### config.mk
export PLATFORM = sky130hd
export DESIGN_NAME = mtc_top
export DESIGN_NICKNAME = d
export VERILOG_FILES = /design/src/rtl/mtc_pkg.sv /design/src/rtl/mtc_prescaler.sv /design/src/rtl/mtc_rise_sync.sv /design/src/rtl/mtc_half_cnt.sv /design/src/rtl/mtc_top.sv
export SDC_FILE = /design/constraint.sdc
export NUM_CORES = 1
export LEC_CHECK = 0
export BUFFER_PORTS_ARGS = -buffer_cell sky130_fd_sc_hd__buf_2
export CAP_MARGIN = 40
export CORE_ASPECT_RATIO = 0.9
export CORE_MARGIN = 5
export CORE_UTILIZATION = 54
export DETAILED_ROUTE_END_ITERATION = 10
export HOLD_SLACK_MARGIN = 0.12
export PLACE_DENSITY = 0.82
export SLEW_MARGIN = 10
export SYNTH_ARGS = -nofsm -noshare
export SYNTH_HDL_FRONTEND = slang
export SYNTH_HIERARCHICAL = 1
export SYNTH_SLANG_ARGS = --single-unit
### constraint.sdc
create_clock -name clk -period 2.24 [get_ports clk]
set_input_delay 0 -clock clk [delete_from_list [all_inputs] [get_ports clk]]
set_output_delay 0 -clock clk [all_outputs]
set_load 0.01 [all_outputs]
### src/rtl/mtc_pkg.sv
package mtc_pkg;

  localparam int MTC_ADDR_W = 4;

  typedef enum logic [1:0] {
    MODE_SPLIT    = 2'd0,
    MODE_MIXED    = 2'd1,
    MODE_WIDE_TMR = 2'd2,
    MODE_WIDE_EVT = 2'd3
  } mtc_mode_e;

  localparam logic [MTC_ADDR_W-1:0] A_MODE   = 4'd0;
  localparam logic [MTC_ADDR_W-1:0] A_RUN    = 4'd1;
  localparam logic [MTC_ADDR_W-1:0] A_PRESC  = 4'd2;
  localparam logic [MTC_ADDR_W-1:0] A_MLO    = 4'd3;
  localparam logic [MTC_ADDR_W-1:0] A_MHI    = 4'd4;
  localparam logic [MTC_ADDR_W-1:0] A_FLAGS  = 4'd5;
  localparam logic [MTC_ADDR_W-1:0] A_CNTLO  = 4'd6;
  localparam logic [MTC_ADDR_W-1:0] A_CNTHI  = 4'd7;
  localparam logic [MTC_ADDR_W-1:0] A_CAPLO  = 4'd8;
  localparam logic [MTC_ADDR_W-1:0] A_CAPHI  = 4'd9;

  // index of each external input in the synchroniser bank
  localparam int IN_EV    = 0;
  localparam int IN_CAPLO = 1;
  localparam int IN_CAPHI = 2;
  localparam int N_INPUTS = 3;

endpackage

### src/rtl/mtc_prescaler.sv
module mtc_prescaler #(
  parameter int W = 8
) (
  input  logic         clk,
  input  logic         rst,
  input  logic         clr,
  input  logic         run,
  input  logic [W-1:0] div,
  output logic         tick
);

  logic [W-1:0] phase_q;
  logic         at_end;

  assign at_end = (phase_q == div);

  always_ff @(posedge clk) begin
    if (rst || clr) begin
      phase_q <= '0;
    end else if (run) begin
      phase_q <= at_end ? '0 : phase_q + 1'b1;
    end
  end

  assign tick = run && !clr && at_end;

endmodule

### src/rtl/mtc_rise_sync.sv
module mtc_rise_sync #(
  parameter int STAGES = 2
) (
  input  logic clk,
  input  logic rst,
  input  logic din,
  output logic rise
);

  logic [STAGES:0] sh_q;

  always_ff @(posedge clk) begin
    if (rst) begin
      sh_q <= '0;
    end else begin
      sh_q <= {sh_q[STAGES-1:0], din};
    end
  end

  assign rise = sh_q[STAGES-1] && !sh_q[STAGES];

endmodule

### src/rtl/mtc_half_cnt.sv
module mtc_half_cnt #(
  parameter int W = 8
) (
  input  logic         clk,
  input  logic         rst,
  input  logic         clr,
  input  logic         inc,
  input  logic         wrap,
  output logic [W-1:0] cnt
);

  always_ff @(posedge clk) begin
    if (rst || clr || wrap) begin
      cnt <= '0;
    end else if (inc) begin
      cnt <= cnt + 1'b1;
    end
  end

endmodule

### src/rtl/mtc_top.sv
module mtc_top
  import mtc_pkg::*;
#(
  parameter int HALF_W      = 8,
  parameter int PRE_W       = 8,
  parameter int SYNC_STAGES = 2
) (
  input  logic                  clk,
  input  logic                  rst,
  input  logic                  wr_en,
  input  logic [MTC_ADDR_W-1:0] addr,
  input  logic [HALF_W-1:0]     wdata,
  output logic [HALF_W-1:0]     rdata,
  input  logic                  ev_in,
  input  logic                  cap_lo_in,
  input  logic                  cap_hi_in,
  output logic                  irq_lo,
  output logic                  irq_hi
);

  localparam logic [HALF_W-1:0] HALF_MAX = {HALF_W{1'b1}};

  // ---------------- control registers ----------------
  mtc_mode_e          mode_q;
  logic               run_q;
  logic [PRE_W-1:0]   presc_q;
  logic [HALF_W-1:0]  mlo_q, mhi_q;
  logic               mode_wr, flags_wr;

  assign mode_wr  = wr_en && (addr == A_MODE);
  assign flags_wr = wr_en && (addr == A_FLAGS);

  always_ff @(posedge clk) begin
    if (rst) begin
      mode_q  <= MODE_SPLIT;
      run_q   <= 1'b0;
      presc_q <= '0;
      mlo_q   <= '0;
      mhi_q   <= '0;
    end else if (wr_en) begin
      case (addr)
        A_MODE:  mode_q  <= mtc_mode_e'(wdata[1:0]);
        A_RUN:   run_q   <= wdata[0];
        A_PRESC: presc_q <= wdata[PRE_W-1:0];
        A_MLO:   mlo_q   <= wdata;
        A_MHI:   mhi_q   <= wdata;
        default: ;
      endcase
    end
  end

  // ---------------- input synchronisers ----------------
  logic [N_INPUTS-1:0] raw_in, rise;
  assign raw_in = {cap_hi_in, cap_lo_in, ev_in};

  for (genvar gi = 0; gi < N_INPUTS; gi++) begin : g_sync
    mtc_rise_sync #(.STAGES(SYNC_STAGES)) u_sync (
      .clk  (clk),
      .rst  (rst),
      .din  (raw_in[gi]),
      .rise (rise[gi])
    );
  end

  // ---------------- tick sources ----------------
  logic p_tick, e_tick;

  mtc_prescaler #(.W(PRE_W)) u_pre (
    .clk  (clk),
    .rst  (rst),
    .clr  (mode_wr),
    .run  (run_q),
    .div  (presc_q),
    .tick (p_tick)
  );

  assign e_tick = run_q && !mode_wr && rise[IN_EV];

  // ---------------- count steering ----------------
  logic [1:0][HALF_W-1:0] cnt_q;
  logic [1:0]             inc, wrap;
  logic                   wide, t_lo, t_hi, t_w;
  logic                   eq_lo, eq_hi, eq_w;
  logic                   set_lo, set_hi;

  assign wide  = (mode_q == MODE_WIDE_TMR) || (mode_q == MODE_WIDE_EVT);
  assign eq_lo = (cnt_q[0] == mlo_q);
  assign eq_hi = (cnt_q[1] == mhi_q);
  assign eq_w  = eq_lo && eq_hi;

  always_comb begin
    t_lo = 1'b0;
    t_hi = 1'b0;
    t_w  = 1'b0;
    case (mode_q)
      MODE_SPLIT:    begin t_lo = p_tick; t_hi = p_tick; end
      MODE_MIXED:    begin t_lo = p_tick; t_hi = e_tick; end
      MODE_WIDE_TMR: t_w = p_tick;
      MODE_WIDE_EVT: t_w = e_tick;
      default: ;
    endcase
  end

  always_comb begin
    if (wide) begin
      wrap[0] = t_w && eq_w;
      wrap[1] = t_w && eq_w;
      inc[0]  = t_w && !eq_w;
      inc[1]  = t_w && !eq_w && (cnt_q[0] == HALF_MAX);
      set_lo  = 1'b0;
      set_hi  = t_w && eq_w;
    end else begin
      wrap[0] = t_lo && eq_lo;
      wrap[1] = t_hi && eq_hi;
      inc[0]  = t_lo && !eq_lo;
      inc[1]  = t_hi && !eq_hi;
      set_lo  = wrap[0];
      set_hi  = wrap[1];
    end
  end

  for (genvar gh = 0; gh < 2; gh++) begin : g_half
    mtc_half_cnt #(.W(HALF_W)) u_cnt (
      .clk  (clk),
      .rst  (rst),
      .clr  (mode_wr),
      .inc  (inc[gh]),
      .wrap (wrap[gh]),
      .cnt  (cnt_q[gh])
    );
  end

  // ---------------- match flags ----------------
  logic flag_lo_q, flag_hi_q;

  always_ff @(posedge clk) begin
    if (rst) begin
      flag_lo_q <= 1'b0;
      flag_hi_q <= 1'b0;
    end else begin
      if (set_lo)                     flag_lo_q <= 1'b1;
      else if (flags_wr && wdata[0])  flag_lo_q <= 1'b0;
      if (set_hi)                     flag_hi_q <= 1'b1;
      else if (flags_wr && wdata[1])  flag_hi_q <= 1'b0;
    end
  end

  assign irq_lo = flag_lo_q;
  assign irq_hi = flag_hi_q;

  // ---------------- capture ----------------
  logic [HALF_W-1:0] cap_lo_q, cap_hi_q;

  always_ff @(posedge clk) begin
    if (rst) begin
      cap_lo_q <= '0;
      cap_hi_q <= '0;
    end else if (wide) begin
      if (rise[IN_CAPLO]) begin
        cap_lo_q <= cnt_q[0];
        cap_hi_q <= cnt_q[1];
      end
    end else begin
      if (rise[IN_CAPLO]) cap_lo_q <= cnt_q[0];
      if (rise[IN_CAPHI]) cap_hi_q <= cnt_q[1];
    end
  end

  // ---------------- registered read port ----------------
  always_ff @(posedge clk) begin
    if (rst) begin
      rdata <= '0;
    end else begin
      case (addr)
        A_MODE:  rdata <= HALF_W'(mode_q);
        A_RUN:   rdata <= HALF_W'(run_q);
        A_PRESC: rdata <= HALF_W'(presc_q);
        A_MLO:   rdata <= mlo_q;
        A_MHI:   rdata <= mhi_q;
        A_FLAGS: rdata <= HALF_W'({flag_hi_q, flag_lo_q});
        A_CNTLO: rdata <= cnt_q[0];
        A_CNTHI: rdata <= cnt_q[1];
        A_CAPLO: rdata <= cap_lo_q;
        A_CAPHI: rdata <= cap_hi_q;
        default: rdata <= '0;
      endcase
    end
  end

endmodule

==> results.ini <==
[drt]
dr.pass1.iters = 7
vias_per_cell = 5.933
wl_um = 11330
remaining_drc_errors = 0
vias = 3744
routedWlPerCell_um = 17.95
drt_iter0_drc = 473
antenna_left = 0

[synth]
yosysSeqAreaShare_pct = 41.93
async_reset_ff_share_pct = 0
syn_nets = 471
synth_edf_count = 0
synth_cell_types = 48
synth_most_common_cell = dfxtp_1
synth-seq-cells = 86
postSynthAreaPerCell_um2 = 9.125
yosysWarnings = 6
yosysTopAreaCell = dfxtp_1
synth_top_cell_area_share_pct = 41.93
synth_commonest_cells = dfxtp_1 (86), nor2_1 (73), mux2i_1 (45), xnor2_1 (30), nand2_1 (29)
syn-instance-count = 450
ys_top_cells_by_area = dfxtp_1 (42%), mux2i_1 (11%), nor2_1 (6.7%)
synthFlopType = dfxtp_1
syn-cell-area_um2 = 4106

[pwr]
p_leak_nw = 2.045
comb_power_share_pct = 7.5
peakVddDrop_mv = 0.4576
pwr-share-seq_pct = 52.2
p_int_mw = 2.262
clkPwrFrac_pct = 40.2
power.switching_mw = 0.7091
p_sw_share_pct = 23.87
p_per_area_nw_per_um2 = 576.9

[floorplan]
die_h_um = 92.73
die_x_um = 101.9
dieArea_um2 = 9451
rows = 30
pin_count = 28
coreArea_um2 = 7470
start_util_pct = 54.97

[final_layout]
multiInputGateArea_um2 = 2400
nFillCells = 552
regArea_um2 = 1737
drive_gt1_share_pct = 26.92
syn_to_final_growth_pct = 25.41
diodes = 0
nets = 551

[place]
pre_cts_ws_ns = -0.1613
gp_congestion = 0.9578
hpwl_um = 7876
io_buffers = 27

[clock_network]
cts_tree = yes
path_clk_slew_ns = 0.08
clock-root-buffer = clkbuf_8
cts_buffer_depth = 2
h-tree-depth = 3
cts_sinks = 86
cts_buffers = 9
clk_latency_ns = 0.36

[critical_path]
end_kind = flip-flop
start_kind = flip-flop
crit_type = flip-flop to flip-flop
worstRegToRegCells = 10
crit_fanout = 3
worstPathArrival_ns = 2.74
worstPathRequired_ns = 2.53

[sta]
fmax_ghz = 0.4081
min_period_over_period_pct = 109.4
setup_viol = 11
max_slew_margin_pct = 52.32
fin_crit_ns = 2.450
hold_ws_ns = 0.1804
tightestPinTransition_ns = 0.7152
hold_viol_final = 0
drv_slew = 0
fin_skew_ns = 0.01110
rsz0062_at_grt = true
worst_slack_ns = -0.2102

[outcome]
violations = setup timing
status = finished with violations

[worst_hold_path]
hp-class = input port to flip-flop
whs_path_depth = 5

[global_routing]
antenna_found_initial = 0
grt_pass1_wl_um = 17930
track_usage_pct = 24.28
grt.overflow.total = 0
grt_pass1_vias = 3543
grt_max_degree = 41

[flow_run]
maxCapViolations = 0

-- state kept, by name, summed over array words and instances (netlist names) --
name                cells
cap_hi_q                8
cap_lo_q                8
g_half.u_cnt/cnt       16
g_sync.u_sync/sh_q      9
irq_hi                  1
irq_lo                  1
mhi_q                   8
mlo_q                   8
mode_q                  2
presc_q                 8
rdata                   8
run_q                   1
u_pre/phase_q           8
-- metrics by stage --
stage	power, mW	instance area (um^2)	utilization (%)	std cells	TNS, ns
after floorplan	1.711	4118	-	450	0
after global placement	1.774	4598	61.56	598	-0.3937
after detailed placement	1.778	4598	61.56	598	-0.5377
after CTS	2.977	4999	66.92	628	-0.2135
after global routing	3.081	5150	68.94	631	-1.702
final	2.971	5150	68.94	631	-1.280
-- layer usage --
layer | share of wire, % | track usage (%)
met5 | 0 | 0
met4 | 2.7 | 7.869
met3 | 7.1 | 4.895
met2 | 48 | 39.43
met1 | 42 | 32.23
-- timing repair --
item / in CTS / in global routing
gates resized for setup: 8 / 32
endpoints found under the setup margin: 9 / 15
hold buffers: 12 / 0
hold endpoints to repair: 32 / 0
pin swaps: 6 / 18
buffers inserted: 2 / 3
-- layout by cell type, fill, tap and decap left out, types with 11 or more instances in the layout --
master | Yosys | routed
nor2b_1 | 18 | 17
nor2_1 | 73 | 73
dfxtp_2 | 0 | 12
mux2i_1 | 45 | 45
nand2_1 | 29 | 29
nand4_1 | 13 | 13
nand3_1 | 14 | 11
dlygate4sd3_1 | 0 | 12
xnor2_1 | 30 | 23
buf_2 | 7 | 27
buf_4 | 5 | 53
a21oi_1 | 20 | 17
dfxtp_1 | 86 | 74
-- worst max-delay path: stages, from the launching register on --
cell and delay [ns]:
dfxtp_2 0.34, xnor2_2 0.17, nand3_2 0.15, nor4_4 0.32, nor2b_4 0.21, a41oi_2 0.06
o31ai_2 0.36, buf_4 0.20, nand4_4 0.07, or3_4 0.38, a21oi_2 0.11
-- final timing paths --
| path | from | to | slack (ns) |
|---|---|---|---|
| max | u_pre/phase_q[0]$_SDFFE_PP0P_ | g_half[0].u_cnt/cnt[7]$_SDFFE_PP0P_ | -0.21 |
| min | wr_en | irq_lo$_SDFFE_PP0P_ | 0.18 |
| max reg2reg | u_pre/phase_q[0]$_SDFFE_PP0P_ | g_half[0].u_cnt/cnt[7]$_SDFFE_PP0P_ | -0.21 |
| min reg2reg | g_sync[1].u_sync/sh_q[0]$_SDFF_PP0_ | g_sync[1].u_sync/sh_q[1]$_SDFF_PP0_ | 0.44 |
-- kinds of logic after synthesis --
| family | share of synthesized area [%] |
|---|---|
| xor+xnor | 8.318 |
| buf+inv | 3.443 |
| simple gates | 21.88 |
| fa+ha+maj | 0.9142 |
| flops | 41.93 |
| mux | 12.34 |
| compound gates | 11.18 |
-- power by group through the flow --
| stage | combinational, mW | clock [mW] | sequential, mW |
|---|---|---|---|
| floorplan | 0.125 | 0 | 1.59 |
| global route | 0.239 | 1.29 | 1.55 |
| global placement | 0.187 | 0 | 1.59 |
| CTS | 0.210 | 1.22 | 1.55 |
| finish | 0.224 | 1.20 | 1.55 |
| detailed placement | 0.191 | 0 | 1.59 |
-- area by class of cell --
| class | count | area share [%] |
|---|---|---|
| Inverter | 2 | 0.1458 |
| Multi-Input combinational cell | 338 | 46.60 |
| Tap cell | 96 | 2.332 |
| Timing Repair Buffer | 93 | 12.90 |
| Clock inverter | 7 | 1.895 |
| Clock buffer | 9 | 2.405 |
| Sequential cell | 86 | 33.72 |
Power figures use the tool's default switching activity.
